## src/rtl/tmr_clk_pkg.sv

```systemverilog
`timescale 1ns/1ps
package tmr_clk_pkg;
  localparam int SEL_W    = 3;
  localparam int NUM_TAPS = 4;
  localparam int PSC_W    = 10;
  // log2 of each tap divisor, indexed by select code minus 2
  localparam int TAP_SHIFT [NUM_TAPS] = '{3, 6, 8, 10};

  typedef enum logic [SEL_W-1:0] {
    SRC_OFF   = 3'd0,
    SRC_SYS   = 3'd1,
    SRC_D8    = 3'd2,
    SRC_D64   = 3'd3,
    SRC_D256  = 3'd4,
    SRC_D1024 = 3'd5,
    SRC_FALL  = 3'd6,
    SRC_RISE  = 3'd7
  } src_sel_e;
endpackage

```

## src/rtl/tmr_psc_core.sv

```systemverilog
`timescale 1ns/1ps
module tmr_psc_core
  import tmr_clk_pkg::*;
#(
  parameter int W = PSC_W
) (
  input  logic                clk_i,
  input  logic                rst_ni,
  input  logic                clr_i,
  output logic [NUM_TAPS-1:0] tap_o
);
  logic [W-1:0] cnt_q;

  always_ff @(posedge clk_i or negedge rst_ni) begin
    if (!rst_ni)    cnt_q <= '0;
    else if (clr_i) cnt_q <= '0;
    else            cnt_q <= cnt_q + 1'b1;
  end

  for (genvar k = 0; k < NUM_TAPS; k++) begin : g_tap
    localparam logic [W-1:0] MASK = W'((1 << TAP_SHIFT[k]) - 1);
    assign tap_o[k] = (cnt_q & MASK) == MASK;
  end

  AST_TAP_SINGLE: assert property (@(posedge clk_i) disable iff (!rst_ni)
    tap_o[0] |=> !tap_o[0]);
  AST_CLR_NO_TAP: assert property (@(posedge clk_i) disable iff (!rst_ni)
    clr_i |=> (tap_o == '0));
endmodule

```

## src/rtl/tmr_pin_sync.sv

```systemverilog
`timescale 1ns/1ps
module tmr_pin_sync (
  input  logic clk_i,
  input  logic rst_ni,
  input  logic pin_i,
  input  logic hold_i,
  output logic rise_o,
  output logic fall_o
);
  logic half_q, s1_q, s2_q;
  logic [1:0] prime_q;
  logic ok;

  // half-cycle capture: value present at end of high phase
  always_ff @(negedge clk_i or negedge rst_ni) begin
    if (!rst_ni) half_q <= 1'b0;
    else         half_q <= pin_i;
  end

  always_ff @(posedge clk_i or negedge rst_ni) begin
    if (!rst_ni) begin
      s1_q    <= 1'b0;
      s2_q    <= 1'b0;
      prime_q <= '0;
    end else begin
      s1_q <= half_q;
      s2_q <= s1_q;
      if (hold_i)              prime_q <= '0;
      else if (prime_q != 2'd3) prime_q <= prime_q + 2'd1;
    end
  end

  assign ok     = (prime_q == 2'd3) && !hold_i;
  assign rise_o = ok &&  s1_q && !s2_q;
  assign fall_o = ok && !s1_q &&  s2_q;

  AST_EDGE_SINGLE: assert property (@(posedge clk_i) disable iff (!rst_ni)
    rise_o |=> !rise_o);
  AST_FALL_SINGLE: assert property (@(posedge clk_i) disable iff (!rst_ni)
    fall_o |=> !fall_o);
endmodule

```

## src/rtl/tmr_chan_src.sv

```systemverilog
`timescale 1ns/1ps
module tmr_chan_src
  import tmr_clk_pkg::*;
(
  input  logic                clk_i,
  input  logic                rst_ni,
  input  logic [SEL_W-1:0]    sel_i,
  input  logic [NUM_TAPS-1:0] tap_i,
  input  logic                pin_i,
  output logic                en_o
);
  src_sel_e   sel;
  logic [SEL_W-1:0] sel_q;
  logic sel_chg, rise, fall, src, en_q;

  assign sel     = src_sel_e'(sel_i);
  assign sel_chg = sel_i != sel_q;

  tmr_pin_sync u_sync (
    .clk_i  (clk_i),
    .rst_ni (rst_ni),
    .pin_i  (pin_i),
    .hold_i (sel_chg),
    .rise_o (rise),
    .fall_o (fall)
  );

  always_comb begin
    unique case (sel)
      SRC_OFF:   src = 1'b0;
      SRC_SYS:   src = 1'b1;
      SRC_D8:    src = tap_i[0];
      SRC_D64:   src = tap_i[1];
      SRC_D256:  src = tap_i[2];
      SRC_D1024: src = tap_i[3];
      SRC_FALL:  src = fall;
      SRC_RISE:  src = rise;
      default:   src = 1'b0;
    endcase
  end

  always_ff @(posedge clk_i or negedge rst_ni) begin
    if (!rst_ni) begin
      sel_q <= '0;
      en_q  <= 1'b0;
    end else begin
      sel_q <= sel_i;
      en_q  <= src;
    end
  end

  assign en_o = en_q;

  AST_STOP_QUIET: assert property (@(posedge clk_i) disable iff (!rst_ni)
    (sel_i == SRC_OFF) |=> !en_o);
  AST_FULL_RATE: assert property (@(posedge clk_i) disable iff (!rst_ni)
    (sel_i == SRC_SYS) |=> en_o);
  AST_SELCHG_QUIET: assert property (@(posedge clk_i) disable iff (!rst_ni)
    (sel_chg && sel_i >= SRC_FALL) |=> !en_o);
endmodule

```

## src/rtl/tmr_clk_sel.sv

```systemverilog
`timescale 1ns/1ps
module tmr_clk_sel
  import tmr_clk_pkg::*;
#(
  parameter int NCH = 3
) (
  input  logic                 clk_i,
  input  logic                 rst_ni,
  input  logic                 psc_clr_i,
  input  logic [NCH*SEL_W-1:0] sel_i,
  input  logic [NCH-1:0]       ext_pin_i,
  output logic [NCH-1:0]       cnt_en_o
);
  logic [NUM_TAPS-1:0] tap;

  tmr_psc_core #(.W(PSC_W)) u_psc (
    .clk_i  (clk_i),
    .rst_ni (rst_ni),
    .clr_i  (psc_clr_i),
    .tap_o  (tap)
  );

  for (genvar c = 0; c < NCH; c++) begin : g_ch
    tmr_chan_src u_ch (
      .clk_i  (clk_i),
      .rst_ni (rst_ni),
      .sel_i  (sel_i[c*SEL_W +: SEL_W]),
      .tap_i  (tap),
      .pin_i  (ext_pin_i[c]),
      .en_o   (cnt_en_o[c])
    );
  end

  AST_RST_QUIET: assert property (@(posedge clk_i) disable iff (!rst_ni)
    $rose(rst_ni) |-> (cnt_en_o == '0));
endmodule

```

## config.mk

```make
export PLATFORM = sky130hd
export DESIGN_NAME = tmr_clk_sel
export DESIGN_NICKNAME = d
export VERILOG_FILES = /design/src/rtl/tmr_clk_pkg.sv /design/src/rtl/tmr_psc_core.sv /design/src/rtl/tmr_pin_sync.sv /design/src/rtl/tmr_chan_src.sv /design/src/rtl/tmr_clk_sel.sv
export SDC_FILE = /design/constraint.sdc
export NUM_CORES = 1
export LEC_CHECK = 0
export BUFFER_PORTS_ARGS = -buffer_cell sky130_fd_sc_hd__clkbuf_2
export CAP_MARGIN = 20
export CORE_UTILIZATION = 30
export DETAILED_ROUTE_END_ITERATION = 10
export HOLD_SLACK_MARGIN = 0.08
export MAX_ROUTING_LAYER = met4
export PLACE_DENSITY = 0.49
export SLEW_MARGIN = 15
export SYNTH_ARGS = -nofsm -noshare
export SYNTH_HDL_FRONTEND = slang
export SYNTH_SLANG_ARGS = --single-unit
export TNS_END_PERCENT = 10
```

## constraint.sdc

```tcl
create_clock -name clk_i -period 3.1 [get_ports clk_i]
set_input_delay 0.465 -clock clk_i [delete_from_list [all_inputs] [get_ports clk_i]]
set_output_delay 0.465 -clock clk_i [all_outputs]
set_load 0.01 [all_outputs]
```

==> results.py <==
metrics = {
    "outcome": {
        "outcome": "complete, no violations",
    },
    "global_route": {
        "grt_pass1_wl_mm": 4.98,
        "grt_use_total_pct": 13.1,
        "grt_max_degree": 16,
        "antenna_found_initial": 0,
        "grt.overflow.total": 0,
        "grt_pass1_vias": 1028,
    },
    "logic_synthesis": {
        "yosysMostFrequentCell": "dfrtp_1",
        "syn_area_um2": 1560,
        "synth_top_cell_area_share_pct": 54.7,
        "synth-async-reset-ratio_pct": 100,
        "syn_inst": 129,
        "synth-edff-count": 0,
        "yosysTopAreaCell": "dfrtp_1",
        "synth_nets": 149,
        "netlist_top_cells_area": "dfrtp_1 (55%), xnor2_1 (5.6%), dfrtn_1 (4.8%), ha_1 (4.0%), nor2_1 (3.4%)",
        "synth_warnings": 0,
        "yosysUniqueCellTypes": 24,
        "synth_ff_type": "dfrtp_1",
        "synth_seq_cells": 37,
        "yosys-top-cells-count": "dfrtp_1 (34), nor2_1 (14), xnor2_1 (10)",
        "synth.avg_cell_area_um2": 12.1,
        "seq_area_frac_synth_pct": 59.5,
    },
    "critical_path": {
        "cp-end-kind": "register",
        "worst-path-max-fanout": 1,
        "path_class": "reg2reg",
        "rr_worst_depth": 0,
        "cp.required_ns": 3.33,
        "crit_start": "g_ch[2].u_ch.u_sync.half_q$_DFF_NN0_",
        "cp.arrival_ns": 2.22,
        "timing.rr.start": "g_ch[2].u_ch.u_sync.half_q$_DFF_NN0_",
        "cp-start-kind": "register",
        "cp.depth": 0,
    },
    "routing": {
        "firstDrtPassIters": 4,
        "wl_per_cell_um": 13.2,
        "routed_wirelength_mm": 2.89,
        "vias": 1011,
        "drt-initial-drc-count": 47,
        "post-route-drc-count": 0,
        "vias_per_cell": 4.62,
        "antenna_left": 0,
    },
    "clocking": {
        "clk_latency_ns": 0.29,
        "numCtsBuffers": 5,
        "root_buffer": "clkbuf_8",
        "cts_sinks": 37,
        "cts_resized": 0,
        "clkTransAtPathRegs_ns": 0.07,
        "cts_tree": "done",
        "clock_path_buffers": 2,
        "ctsHoldBuffers": 0,
        "cts_htree_levels": 2,
        "post_cts_buffers": 0,
    },
    "timing": {
        "hold_viol_final": 0,
        "setup_violations": 0,
        "worstMarginPinSlew_ns": 0.406,
        "slew-limit-headroom_pct": 72.9,
        "finalMaxSlewViolations": 0,
        "skew_ns": 0.00650,
        "rsz0062_at_grt": "no",
        "setup_tns_ns": 0,
    },
    "layout": {
        "fin_util_pct": 37.1,
        "layout-drive-gt1-share_pct": 19.7,
        "final_net_count": 171,
        "area_growth_pct": 15.7,
        "diodes": 0,
        "final_cells": 219,
    },
    "floorplanning": {
        "start_util_pct": 32.1,
        "die_width_um": 74.0,
        "rows": 25,
        "die-area_um2": 5480,
        "ios": 18,
        "coreArea_um2": 4850,
        "die_y_um": 74.0,
    },
    "power_and_ir_drop": {
        "clockPowerShare_pct": 35.4,
        "switching_share_pct": 24.3,
        "p_seq_share_pct": 56.4,
        "p_per_area_nw_per_um2": 508,
        "p_int_uw": 693,
        "peakVddDrop_uv": 227,
        "pwr-share-comb_pct": 8.2,
        "p_total_uw": 915,
        "p_sw_uw": 222,
        "p_leak_uw": 0.000824,
    },
    "place": {
        "dp.cells": 211,
        "portBuffers": 17,
        "gp_congestion": 0.797,
        "dp_hpwl_mm": 2.04,
    },
    "run": {
        "maxCapViolations": 0,
    },
    "worst_hold_path": {
        "min_path_type": "in2async",
    },
}
==> path summary, 6_finish.rpt <==
path,end,slack [ns]
worst min-delay path,u_psc.cnt_q[7]$_DFF_PN0_,0.09
worst min register to register,g_ch[1].u_ch.u_sync.s2_q$_DFF_PN0_,0.40
min in group clk_i,g_ch[2].u_ch.sel_q[2]$_DFF_PN0_,0.35
worst max register to register,g_ch[2].u_ch.u_sync.s1_q$_DFF_PN0_,1.10
worst max-delay path,g_ch[2].u_ch.u_sync.s1_q$_DFF_PN0_,1.10
max in group asynchronous,g_ch[2].u_ch.u_sync.half_q$_DFF_NN0_,1.26
==> per-layer routing <==
metal	wire (um)	part of all wire, %	GRT usage (%)
met4	37	1.3	6.41
met2	1370	48	19.0
met5	0	0	-
met1	1360	47	16.3
met3	113	3.9	4.20
==> placed cells by master, fill, tap and decap left out, drive strengths merged <==
cell and count:
clkbuf 22, xnor2 10, dfrtp 34, o41ai 3, o21ai 3, nand3 7, nor2 14, a21boi 3
and3 1, nor2b 2, clkinvlp 1, and3b 3, buf 2, o22a 3, nand4 1, or3 3
a21oi 9, dfrtn 3, nand2 5, ha 5, xor2 6, nor3 4, clkinv 2, a31oi 3
mux2i 3
==> metrics by stage <==
step                      worst slack (ns)  hold WS [ns]  area, um^2
after floorplan                      0.941         0.169        1560
after global placement               0.852         0.379        1710
after detailed placement             0.849         0.389        1710
after CTS                             1.10        0.0930        1800
after global routing                  1.09        0.0976        1800
final                                 1.10        0.0915        1800
==> power groups by stage <==
stage          clock [uW]  combinational [uW]  sequential, uW
5_1_grt               369                86.3             518
4_1_cts               344                77.1             516
3_3_place_gp            0                73.6             524
3_5_place_dp            0                76.4             525
2_1_floorplan           0                42.3             523
6_report              324                74.8             516
==> kinds of logic (layout without fill, tap and decap cells) <==
family          after synthesis  after routing  synth area share (%)
flops                        37             37                  59.5
compound gates               24             24                  9.89
buf+inv                       4             27                  1.69
mux                           3              3                  1.93
xor+xnor                     16             16                  9.00
fa+ha+maj                     5              5                  4.02
simple gates                 40             40                  14.0
==> flip-flops by register name (all words and copies together) (netlist names) <==
name and cells:
g_ch.u_ch.en_o 3, g_ch.u_ch.sel_q 9, g_ch.u_ch.u_sync.half_q 3, g_ch.u_ch.u_sync.prime_q 6, g_ch.u_ch.u_sync.s1_q 3, g_ch.u_ch.u_sync.s2_q 3
u_psc.cnt_q 10
==> cell type report <==
cell class	instances	area [um^2]
Tap cell	67	83.8
Fill cell	501	3050
Clock buffer	5	68.8
Multi-Input combinational cell	88	604
Clock inverter	3	17.5
Timing Repair Buffer	19	100
Sequential cell	37	926
(Power assumes the default switching activity.)
